===== src/rtl/vpc_pkg.sv =====
package vpc_pkg;
  // flat index of unordered pair (i,j), i<j, among n ports
  function automatic int pair_index(input int i, input int j, input int n);
    return i * n - (i * (i + 1)) / 2 + (j - i - 1);
  endfunction
endpackage


===== src/rtl/vpc_match_net.sv =====
module vpc_match_net #(
  parameter int N     = 4,
  parameter int VPN_W = 20,
  parameter int SRC_W = 2
) (
  input  logic [N-1:0]       valid,
  input  logic [N*VPN_W-1:0] vpn_flat,
  output logic [N-1:0]       issue,
  output logic [N*SRC_W-1:0] src_flat
);
  localparam int NPAIR = N * (N - 1) / 2;

  logic [NPAIR-1:0] pair_eq;

  // one equality comparator per unordered port pair
  for (genvar gi = 0; gi < N; gi++) begin : g_row
    for (genvar gj = gi + 1; gj < N; gj++) begin : g_col
      assign pair_eq[vpc_pkg::pair_index(gi, gj, N)] =
        valid[gi] & valid[gj] &
        (vpn_flat[gi*VPN_W +: VPN_W] == vpn_flat[gj*VPN_W +: VPN_W]);
    end
  end

  // lowest matching lower port becomes the source; otherwise self
  always_comb begin
    issue    = '0;
    src_flat = '0;
    for (int j = 0; j < N; j++) begin
      logic [SRC_W-1:0] src;
      logic             dup;
      src = SRC_W'(j);
      dup = 1'b0;
      for (int i = j - 1; i >= 0; i--) begin
        if (pair_eq[vpc_pkg::pair_index(i, j, N)]) begin
          src = SRC_W'(i);
          dup = 1'b1;
        end
      end
      issue[j]                    = valid[j] & ~dup;
      src_flat[j*SRC_W +: SRC_W] = src;
    end
  end
endmodule


===== src/rtl/vpc_lookup_stage.sv =====
module vpc_lookup_stage #(
  parameter int N     = 4,
  parameter int VPN_W = 20,
  parameter int OFF_W = 12,
  parameter int SRC_W = 2
) (
  input  logic               clk,
  input  logic               rst_n,
  input  logic [N-1:0]       valid_in,
  input  logic [N-1:0]       issue_in,
  input  logic [N*VPN_W-1:0] vpn_in,
  input  logic [N*OFF_W-1:0] off_in,
  input  logic [N*SRC_W-1:0] src_in,
  output logic [N-1:0]       valid_q,
  output logic [N-1:0]       req_q,
  output logic [N*VPN_W-1:0] vpn_q,
  output logic [N*OFF_W-1:0] off_q,
  output logic [N*SRC_W-1:0] src_q
);
  logic [N-1:0] valid_d, req_d;

  always_comb begin
    valid_d = valid_in;
    req_d   = issue_in & valid_in;
  end

  always_ff @(posedge clk or negedge rst_n) begin
    if (!rst_n) begin
      valid_q <= '0;
      req_q   <= '0;
    end else begin
      valid_q <= valid_d;
      req_q   <= req_d;
    end
  end

  // data lanes load only when they carry something
  for (genvar gp = 0; gp < N; gp++) begin : g_lane
    always_ff @(posedge clk or negedge rst_n) begin
      if (!rst_n) begin
        vpn_q[gp*VPN_W +: VPN_W] <= '0;
        off_q[gp*OFF_W +: OFF_W] <= '0;
        src_q[gp*SRC_W +: SRC_W] <= '0;
      end else begin
        if (req_d[gp]) vpn_q[gp*VPN_W +: VPN_W] <= vpn_in[gp*VPN_W +: VPN_W];
        if (valid_d[gp]) begin
          off_q[gp*OFF_W +: OFF_W] <= off_in[gp*OFF_W +: OFF_W];
          src_q[gp*SRC_W +: SRC_W] <= src_in[gp*SRC_W +: SRC_W];
        end
      end
    end
  end
endmodule


===== src/rtl/vpc_fanout_stage.sv =====
module vpc_fanout_stage #(
  parameter int N     = 4,
  parameter int PPN_W = 20,
  parameter int OFF_W = 12,
  parameter int SRC_W = 2
) (
  input  logic                       clk,
  input  logic                       rst_n,
  input  logic [N-1:0]               valid_in,
  input  logic [N*SRC_W-1:0]         src_in,
  input  logic [N*OFF_W-1:0]         off_in,
  input  logic [N*PPN_W-1:0]         ppn_in,
  output logic [N-1:0]               valid_q,
  output logic [N*(PPN_W+OFF_W)-1:0] pa_q
);
  localparam int PA_W = PPN_W + OFF_W;

  logic [N*PA_W-1:0] pa_d;

  always_comb begin
    pa_d = '0;
    for (int p = 0; p < N; p++) begin
      logic [SRC_W-1:0] s;
      s = src_in[p*SRC_W +: SRC_W];
      pa_d[p*PA_W +: PA_W] = {ppn_in[int'(s)*PPN_W +: PPN_W], off_in[p*OFF_W +: OFF_W]};
    end
  end

  always_ff @(posedge clk or negedge rst_n) begin
    if (!rst_n) valid_q <= '0;
    else        valid_q <= valid_in;
  end

  for (genvar gp = 0; gp < N; gp++) begin : g_pa
    always_ff @(posedge clk or negedge rst_n) begin
      if (!rst_n)            pa_q[gp*PA_W +: PA_W] <= '0;
      else if (valid_in[gp]) pa_q[gp*PA_W +: PA_W] <= pa_d[gp*PA_W +: PA_W];
    end
  end
endmodule


===== src/rtl/vpn_compactor.sv =====
module vpn_compactor #(
  parameter int N     = 4,
  parameter int VA_W  = 32,
  parameter int OFF_W = 12,
  parameter int PPN_W = 20
) (
  input  logic                       clk,
  input  logic                       rst_n,
  input  logic [N-1:0]               in_valid,
  input  logic [N*VA_W-1:0]          in_va,
  output logic [N-1:0]               lk_req,
  output logic [N*(VA_W-OFF_W)-1:0]  lk_vpn,
  input  logic [N*PPN_W-1:0]         lk_ppn,
  output logic [N-1:0]               pa_valid,
  output logic [N*(PPN_W+OFF_W)-1:0] pa
);
  localparam int VPN_W = VA_W - OFF_W;
  localparam int SRC_W = (N > 1) ? $clog2(N) : 1;

  logic [N*VPN_W-1:0] vpn_split;
  logic [N*OFF_W-1:0] off_split;
  logic [N-1:0]       issue;
  logic [N*SRC_W-1:0] src;
  logic [N-1:0]       s1_valid;
  logic [N*OFF_W-1:0] s1_off;
  logic [N*SRC_W-1:0] s1_src;

  for (genvar gp = 0; gp < N; gp++) begin : g_split
    assign vpn_split[gp*VPN_W +: VPN_W] = in_va[gp*VA_W + OFF_W +: VPN_W];
    assign off_split[gp*OFF_W +: OFF_W] = in_va[gp*VA_W +: OFF_W];
  end

  vpc_match_net #(.N(N), .VPN_W(VPN_W), .SRC_W(SRC_W)) u_match (
    .valid(in_valid), .vpn_flat(vpn_split), .issue(issue), .src_flat(src)
  );

  vpc_lookup_stage #(.N(N), .VPN_W(VPN_W), .OFF_W(OFF_W), .SRC_W(SRC_W)) u_lookup (
    .clk(clk), .rst_n(rst_n),
    .valid_in(in_valid), .issue_in(issue), .vpn_in(vpn_split),
    .off_in(off_split), .src_in(src),
    .valid_q(s1_valid), .req_q(lk_req), .vpn_q(lk_vpn),
    .off_q(s1_off), .src_q(s1_src)
  );

  vpc_fanout_stage #(.N(N), .PPN_W(PPN_W), .OFF_W(OFF_W), .SRC_W(SRC_W)) u_fanout (
    .clk(clk), .rst_n(rst_n),
    .valid_in(s1_valid), .src_in(s1_src), .off_in(s1_off), .ppn_in(lk_ppn),
    .valid_q(pa_valid), .pa_q(pa)
  );
endmodule


===== config.mk =====
export PLATFORM = sky130hd
export DESIGN_NAME = vpn_compactor
export DESIGN_NICKNAME = d
export VERILOG_FILES = /design/src/rtl/vpc_pkg.sv /design/src/rtl/vpc_match_net.sv /design/src/rtl/vpc_lookup_stage.sv /design/src/rtl/vpc_fanout_stage.sv /design/src/rtl/vpn_compactor.sv
export SDC_FILE = /design/constraint.sdc
export NUM_CORES = 1
export LEC_CHECK = 0
export BUFFER_PORTS_ARGS = -buffer_cell sky130_fd_sc_hd__buf_2
export CAP_MARGIN = 20
export CORE_MARGIN = 10
export CORE_UTILIZATION = 46
export CTS_CLUSTER_DIAMETER = 120
export CTS_CLUSTER_SIZE = 12
export DETAILED_ROUTE_END_ITERATION = 8
export PLACE_DENSITY = 0.77
export SKIP_CTS_REPAIR_TIMING = 1
export SYNTH_ARGS = -nofsm -noshare
export SYNTH_HDL_FRONTEND = slang
export SYNTH_SLANG_ARGS = --single-unit

===== constraint.sdc =====
create_clock -name clk -period 1.7 [get_ports clk]
set_input_delay 0.255 -clock clk [delete_from_list [all_inputs] [get_ports clk]]
set_output_delay 0.255 -clock clk [all_outputs]
set_load 0.01 [all_outputs]

# Yosys cells after proc, flatten, opt, wreduce, memory -nomap -nowiden
# Index checks and enable logic that the tools add are counted.
dict set report word_totals {
  register_bits 274
  input_bits 214
  elab_cells 61
  out_inout_bits 216
}
dict set report op_classes {
  multipliers 3
  n_mux 12
  n_shift 3
  eq_ne 6
  bitwise 19
}
# op n
set op_table {}
lappend op_table {{$shiftx A80 B32 Y20} 3}
lappend op_table {{$eq A20 B20 Y1} 6}
lappend op_table {{$and A1 B1 Y1} 15}
lappend op_table {{$mul A2 B3 Y5 const B} 3}
lappend op_table {{$mux W1} 8}
lappend op_table {{$mux W2} 4}
lappend op_table {{$and A4 B4 Y4} 1}
lappend op_table {{$not A1 Y1} 3}

# Longest topological paths before layout
dict set report depth {
  word_depth 8
  mapped_depth 8
  ltp_nobuf 6
}

# Modules after synthesis
# From an unflattened synthesis, not the netlist that was laid out.
dict set report unflattened {
  hier_cells 1037
  hier_area_um2 14139.8
}
# module seq_area_each_um2 n_inst cells_each area_each_um2
set by_module_without_submodules {}
lappend by_module_without_submodules {vpc_fanout_stage 3303.2 1 556 7089.3}
lappend by_module_without_submodules {vpc_lookup_stage 3603.5 1 304 5645.4}
lappend by_module_without_submodules {vpc_match_net 0.0 1 177 1405.1}

# Worst setup path before layout
# Ideal clock, no wire load.
dict set report synth_path {
  path_kind {input to register}
  from {in in_va[83]}
  to {reg u_lookup.vpn_q[41]}
  t_arrival_ns 2.021
  path_buffers 2
  setup_ns 0.125
  required_time_ns 1.575
  path_slack_ns -0.446
  path_stages 8
  path_cell_list {xor2_1 > nor4_1 > nand4_1 > or4_1 > and3_1 > buf_6 > buf_12 > mux2_4}
}
dict set report synth_between {
  elab_chain_len 7
  word_cells_on_any_way 9
  cone_classes {2 x eq/ne; 2 x mux; 5 x bitwise}
}
# item line
set synth_rtl {}
lappend synth_rtl {{start, declared} vpn_compactor.sv:10} ;# input logic [N*VA_W-1:0] in_va,
lappend synth_rtl {{$eq A20 B20 Y1} vpc_match_net.sv:20} ;# (vpn_flat[gi*VPN_W +: VPN_W] == vpn_flat[gj*VPN_W +: VPN_W]);
lappend synth_rtl {{$and A1 B1 Y1} vpc_match_net.sv:19} ;# valid[gi] & valid[gj] &
lappend synth_rtl {{$mux W1} vpc_match_net.sv:34} ;# if (pair_eq[vpc_pkg::pair_index(i, j, N)]) begin
lappend synth_rtl {{$mux W1 *} vpc_match_net.sv:34}
lappend synth_rtl {{$not A1 Y1 *} vpc_match_net.sv:39} ;# issue[j] = valid[j] & ~dup;
lappend synth_rtl {{$and A1 B1 Y1 *} vpc_match_net.sv:39}
lappend synth_rtl {{$and A4 B4 Y4 *} vpc_lookup_stage.sv:24} ;# req_d = issue_in & valid_in;
lappend synth_rtl {{end signal, assigned by index} vpc_lookup_stage.sv:45} ;# if (req_d[gp]) vpn_q[gp*VPN_W +: VPN_W] <= vpn_in[gp*VPN_W +: VPN_W];
lappend synth_rtl {{end, declared} vpc_lookup_stage.sv:16} ;# output logic [N*VPN_W-1:0] vpn_q,
# Mark *: on every way between the ends. The rest lies on a longest branch, timed or not.
# A chain may end at the register's enable or synchronous reset.

# Worst setup path after layout
dict set report layout_path {
  from {in in_va[82]}
  to {reg u_lookup.vpn_q[57]}
}
# Same word-level chain as after synthesis.

==> results.txt <==
The initial antenna violation count was 5. After floorplanning, the core was divided into 60 placement rows. After clock tree synthesis, the clock-pin slew on the worst setup and hold paths is 60 ps. The library cell used most frequently in the layout, excluding fill and tap cells, is sky130_fd_sc_hd__buf_2. The post-route netlist has 61.2% of its cells at a drive strength greater than 1. The number of nets handed over by synthesis was 1,048. At the pin with the least slew margin, the transition time is 464 ps. Setup violations remaining at the end of the flow were counted as 22.

Full die area: 34,000 um^2. The root buffer cell chosen for the clock tree is sky130_fd_sc_hd__clkbuf_16. The run gives 430 as the number of ports placed on the die boundary.

For the worst setup path, the data arrival time is 2430 ps. After the first detailed-routing iteration, the DRC count stood at 458. The critical path is of the in2reg type.

Subtracting the final worst setup slack from the clock period gives 2020 ps. The run gives 1 as the level count of the clock H-tree. From synthesis to final layout, the design area changed by 38.9%. Among all stages on the critical path, the largest delay is contributed by sky130_fd_sc_hd__or4_4. In this run the remaining antenna-violating nets after routing total 0. Power spread over the standard cell area amounts to 958 nW/um^2. Timing would allow up to 496 MHz. Summed over all layers, the global routing overflow is 0. Of all nets on the critical path, the largest fanout is 5.

In this run the static leakage power is 0.00806 uW. Counting tap cells, the placed design contains a total of 1,670 instances. The run gives 0.908 as the final estimated routing congestion in global placement. Sequential cells were found to cover 54.8% of the synthesized design area. The worst register-to-register path has a setup slack of 60 ps. Buffer and inverter count on the worst path: 4.

The worst setup path is captured at a flop. The signal on the critical path passes through buf_8 > buf_6 > xor2_4 > nor4_4 > buf_4 > nand4_1 > or4_4 > and3_4 > clkbuf_16 > mux2_4. The tightest min-delay check is of the in2reg type. The number of buffers inserted by port buffering is 429, and the number of max-cap violations is 0. In this design, the largest share of critical-path delay is due to simple AND/OR/NAND/NOR gates. After detailed routing, the number of remaining DRC violations is 0. The final layout contains routed wiring with a total length of 43.6 mm.

Dividing the detail-routed wire length by the instance count gives 24.7 um. TritonCTS built the clock tree. The biggest cell delay along the critical path is 490 ps.

Final-layout worst hold slack: 5.48 ps. The initial utilization of the core area, before any placement, comes to 46.4%. The tools report the number of pins exceeding their max-slew limit in the final report as 0. For the post-layout worst setup margin, the log shows -315 ps.

At the later pin of the worst-skew pair, clock insertion delay measures 540 ps. Largest buffer count on any clock path: 3. The total count of hold-check failures in the final report came out at 0. The final reports fail on setup timing.

Across every metal layer, demand over resource in global routing totals 24.0%. The total iterations of the first detailed-routing run is 4. Number of global-route vias before repair: 10,439.

The number of storage elements in the synthesis netlist works out to 272. The number of non-filler instances in the completed layout came out at 1,763. A synthesized cell averages 14.9 um^2. Counting the buffers created by CTS gives 26. In the layout the commonest cells are 427 x sky130_fd_sc_hd__buf_2, 269 x sky130_fd_sc_hd__dfrtp_1, 218 x sky130_fd_sc_hd__mux2_2, 101 x sky130_fd_sc_hd__buf_4, 76 x sky130_fd_sc_hd__xor2_1.

CTS saw 272 sinks. The ratio of routed vias to standard cells is 5.38. VDD sags by at most 0.777 mV.

The floorplan step defined a core boundary enclosing 26,800 um^2. Between clock sinks in the finished design, the worst skew comes to 16.8 ps. The run gives 12,400 um^2 as the synthesized area.

STA classifies the critical path startpoint as a primary input. For this run, the number of Yosys warnings is 0. The first global-routing pass estimated 62.3 mm of wire. Setup repair after global routing could not meet its margin everywhere. The total negative slack for setup checks was -6170 ps. Counting distinct cell types in the post-synthesis netlist gives 27. For the worst relative slew slack, the log shows 68.8%.

At the worst endpoint, the required time is 2110 ps. Entering global routing, the biggest net connects 59 pins. The flow ran to the end, but the final reports show violations.

The x dimension of the die came out at 184 um. The HPWL after detailed placement is 32.8 mm. Synthesis handed over a netlist of 834 instances. Measured along the y axis, the die boundary spans 184 um. Dividing the final minimum period by the clock period gives 119%. The net total in the final layout came out at 1,629.

The run gives 9,487 as the via count.
[final cells by class]
| cell class | count | area [um^2] |
|---|---|---|
| clock inverter | 2 | 46.3 |
| tap | 341 | 427 |
| timing repair buffer | 600 | 3790 |
| multi-input combinational | 509 | 5490 |
| clock buffer | 29 | 662 |
| sequential | 272 | 6810 |
| antenna | 4 | 10.0 |
| inverter | 6 | 22.5 |
| fill | 2054 | 9540 |
[synth_stat cells]
master | n | area [um^2]
sky130_fd_sc_hd__dfrtp_1 | 272 | 6810
sky130_fd_sc_hd__mux2_2 | 218 | 2450
sky130_fd_sc_hd__xor2_1 | 78 | 683
sky130_fd_sc_hd__xnor2_1 | 42 | 368
sky130_fd_sc_hd__mux4_2 | 40 | 901
sky130_fd_sc_hd__clkbuf_1 | 29 | 109
sky130_fd_sc_hd__a21oi_1 | 20 | 100
sky130_fd_sc_hd__mux2i_1 | 20 | 200
sky130_fd_sc_hd__nor2_1 | 20 | 75.1
sky130_fd_sc_hd__nor4_1 | 19 | 119
sky130_fd_sc_hd__mux2_4 | 18 | 270
sky130_fd_sc_hd__nand4_1 | 16 | 100
sky130_fd_sc_hd__buf_1 | 14 | 52.6
sky130_fd_sc_hd__inv_1 | 6 | 22.5
sky130_fd_sc_hd__nor3_1 | 4 | 20.0
sky130_fd_sc_hd__o21ai_0 | 3 | 15.0
sky130_fd_sc_hd__buf_12 | 2 | 40.0
sky130_fd_sc_hd__nand3_1 | 2 | 10.0
sky130_fd_sc_hd__o22ai_1 | 2 | 12.5
sky130_fd_sc_hd__or4_1 | 2 | 15.0
sky130_fd_sc_hd__a21o_1 | 1 | 7.51
sky130_fd_sc_hd__and3_1 | 1 | 6.26
sky130_fd_sc_hd__buf_4 | 1 | 7.51
sky130_fd_sc_hd__buf_6 | 1 | 11.3
sky130_fd_sc_hd__nand2_1 | 1 | 3.75
sky130_fd_sc_hd__nor2b_1 | 1 | 6.26
sky130_fd_sc_hd__o2bb2ai_1 | 1 | 8.76
[worst paths after layout]
path | start | endpoint | depth (start not counted)
setup reg to reg | u_lookup.src_q[6] | u_fanout.pa_q[123] | 3
hold reg to reg | u_lookup.off_q[6] | u_fanout.pa_q[6] | 1
hold / removal | lk_ppn[16] | u_fanout.pa_q[28] | 2
max in group asynchronous | rst_n | u_lookup.vpn_q[64] | 4
min in group asynchronous | rst_n | u_fanout.pa_q[8] | 2
setup / recovery | in_va[82] | u_lookup.vpn_q[57] | 10
[layer usage]
| metal | routed length [um] | vias to the layer above | global-route usage [%] |
|---|---|---|---|
| met1 | 15700 | 4775 | 26.9 |
| met4 | 1410 | 4 | 8.72 |
| li1 | - | 4154 | - |
| met3 | 4130 | 91 | 7.50 |
| met5 | 20 | - | 0 |
| met2 | 22300 | 463 | 42.1 |
[through the flow]
step                utilization, %  worst slack (ps)  area (um^2)  total power (uW)
finish                        64.4              -315        17300             16500
global route                  64.4              -338        17300             17200
CTS                           61.7              -572        16500             16500
detailed placement            59.1             -1120        15800             11200
global placement              59.1             -1090        15800             11100
floorplan                        -              -433        12500              9290
[sequential cells by signal (all words and copies together) (netlist names)]
signal	cells
u_lookup.req_q	3
u_lookup.src_q	5
u_fanout.valid_q	4
u_lookup.valid_q	4
u_lookup.off_q	48
u_fanout.pa_q	128
u_lookup.vpn_q	80
[logic make-up (layout without fill, tap and decap cells)]
family / count (synthesis) / after routing / synth area share, %
compound gates: 27 / 27 / 1.16
xor+xnor: 120 / 120 / 8.46
buf+inv: 53 / 637 / 1.95
flops: 272 / 272 / 54.8
mux: 296 / 296 / 30.8
other cells: 0 / 4 / 0
simple gates: 66 / 66 / 2.86
[power by group]
group | internal (uW) | total (uW) | switching (uW)
clock network | 2880 | 5250 | 2370
logic | 1830 | 3640 | 1810
registers | 7220 | 7640 | 425
No activity file was read; power rests on OpenSTA's default activity.
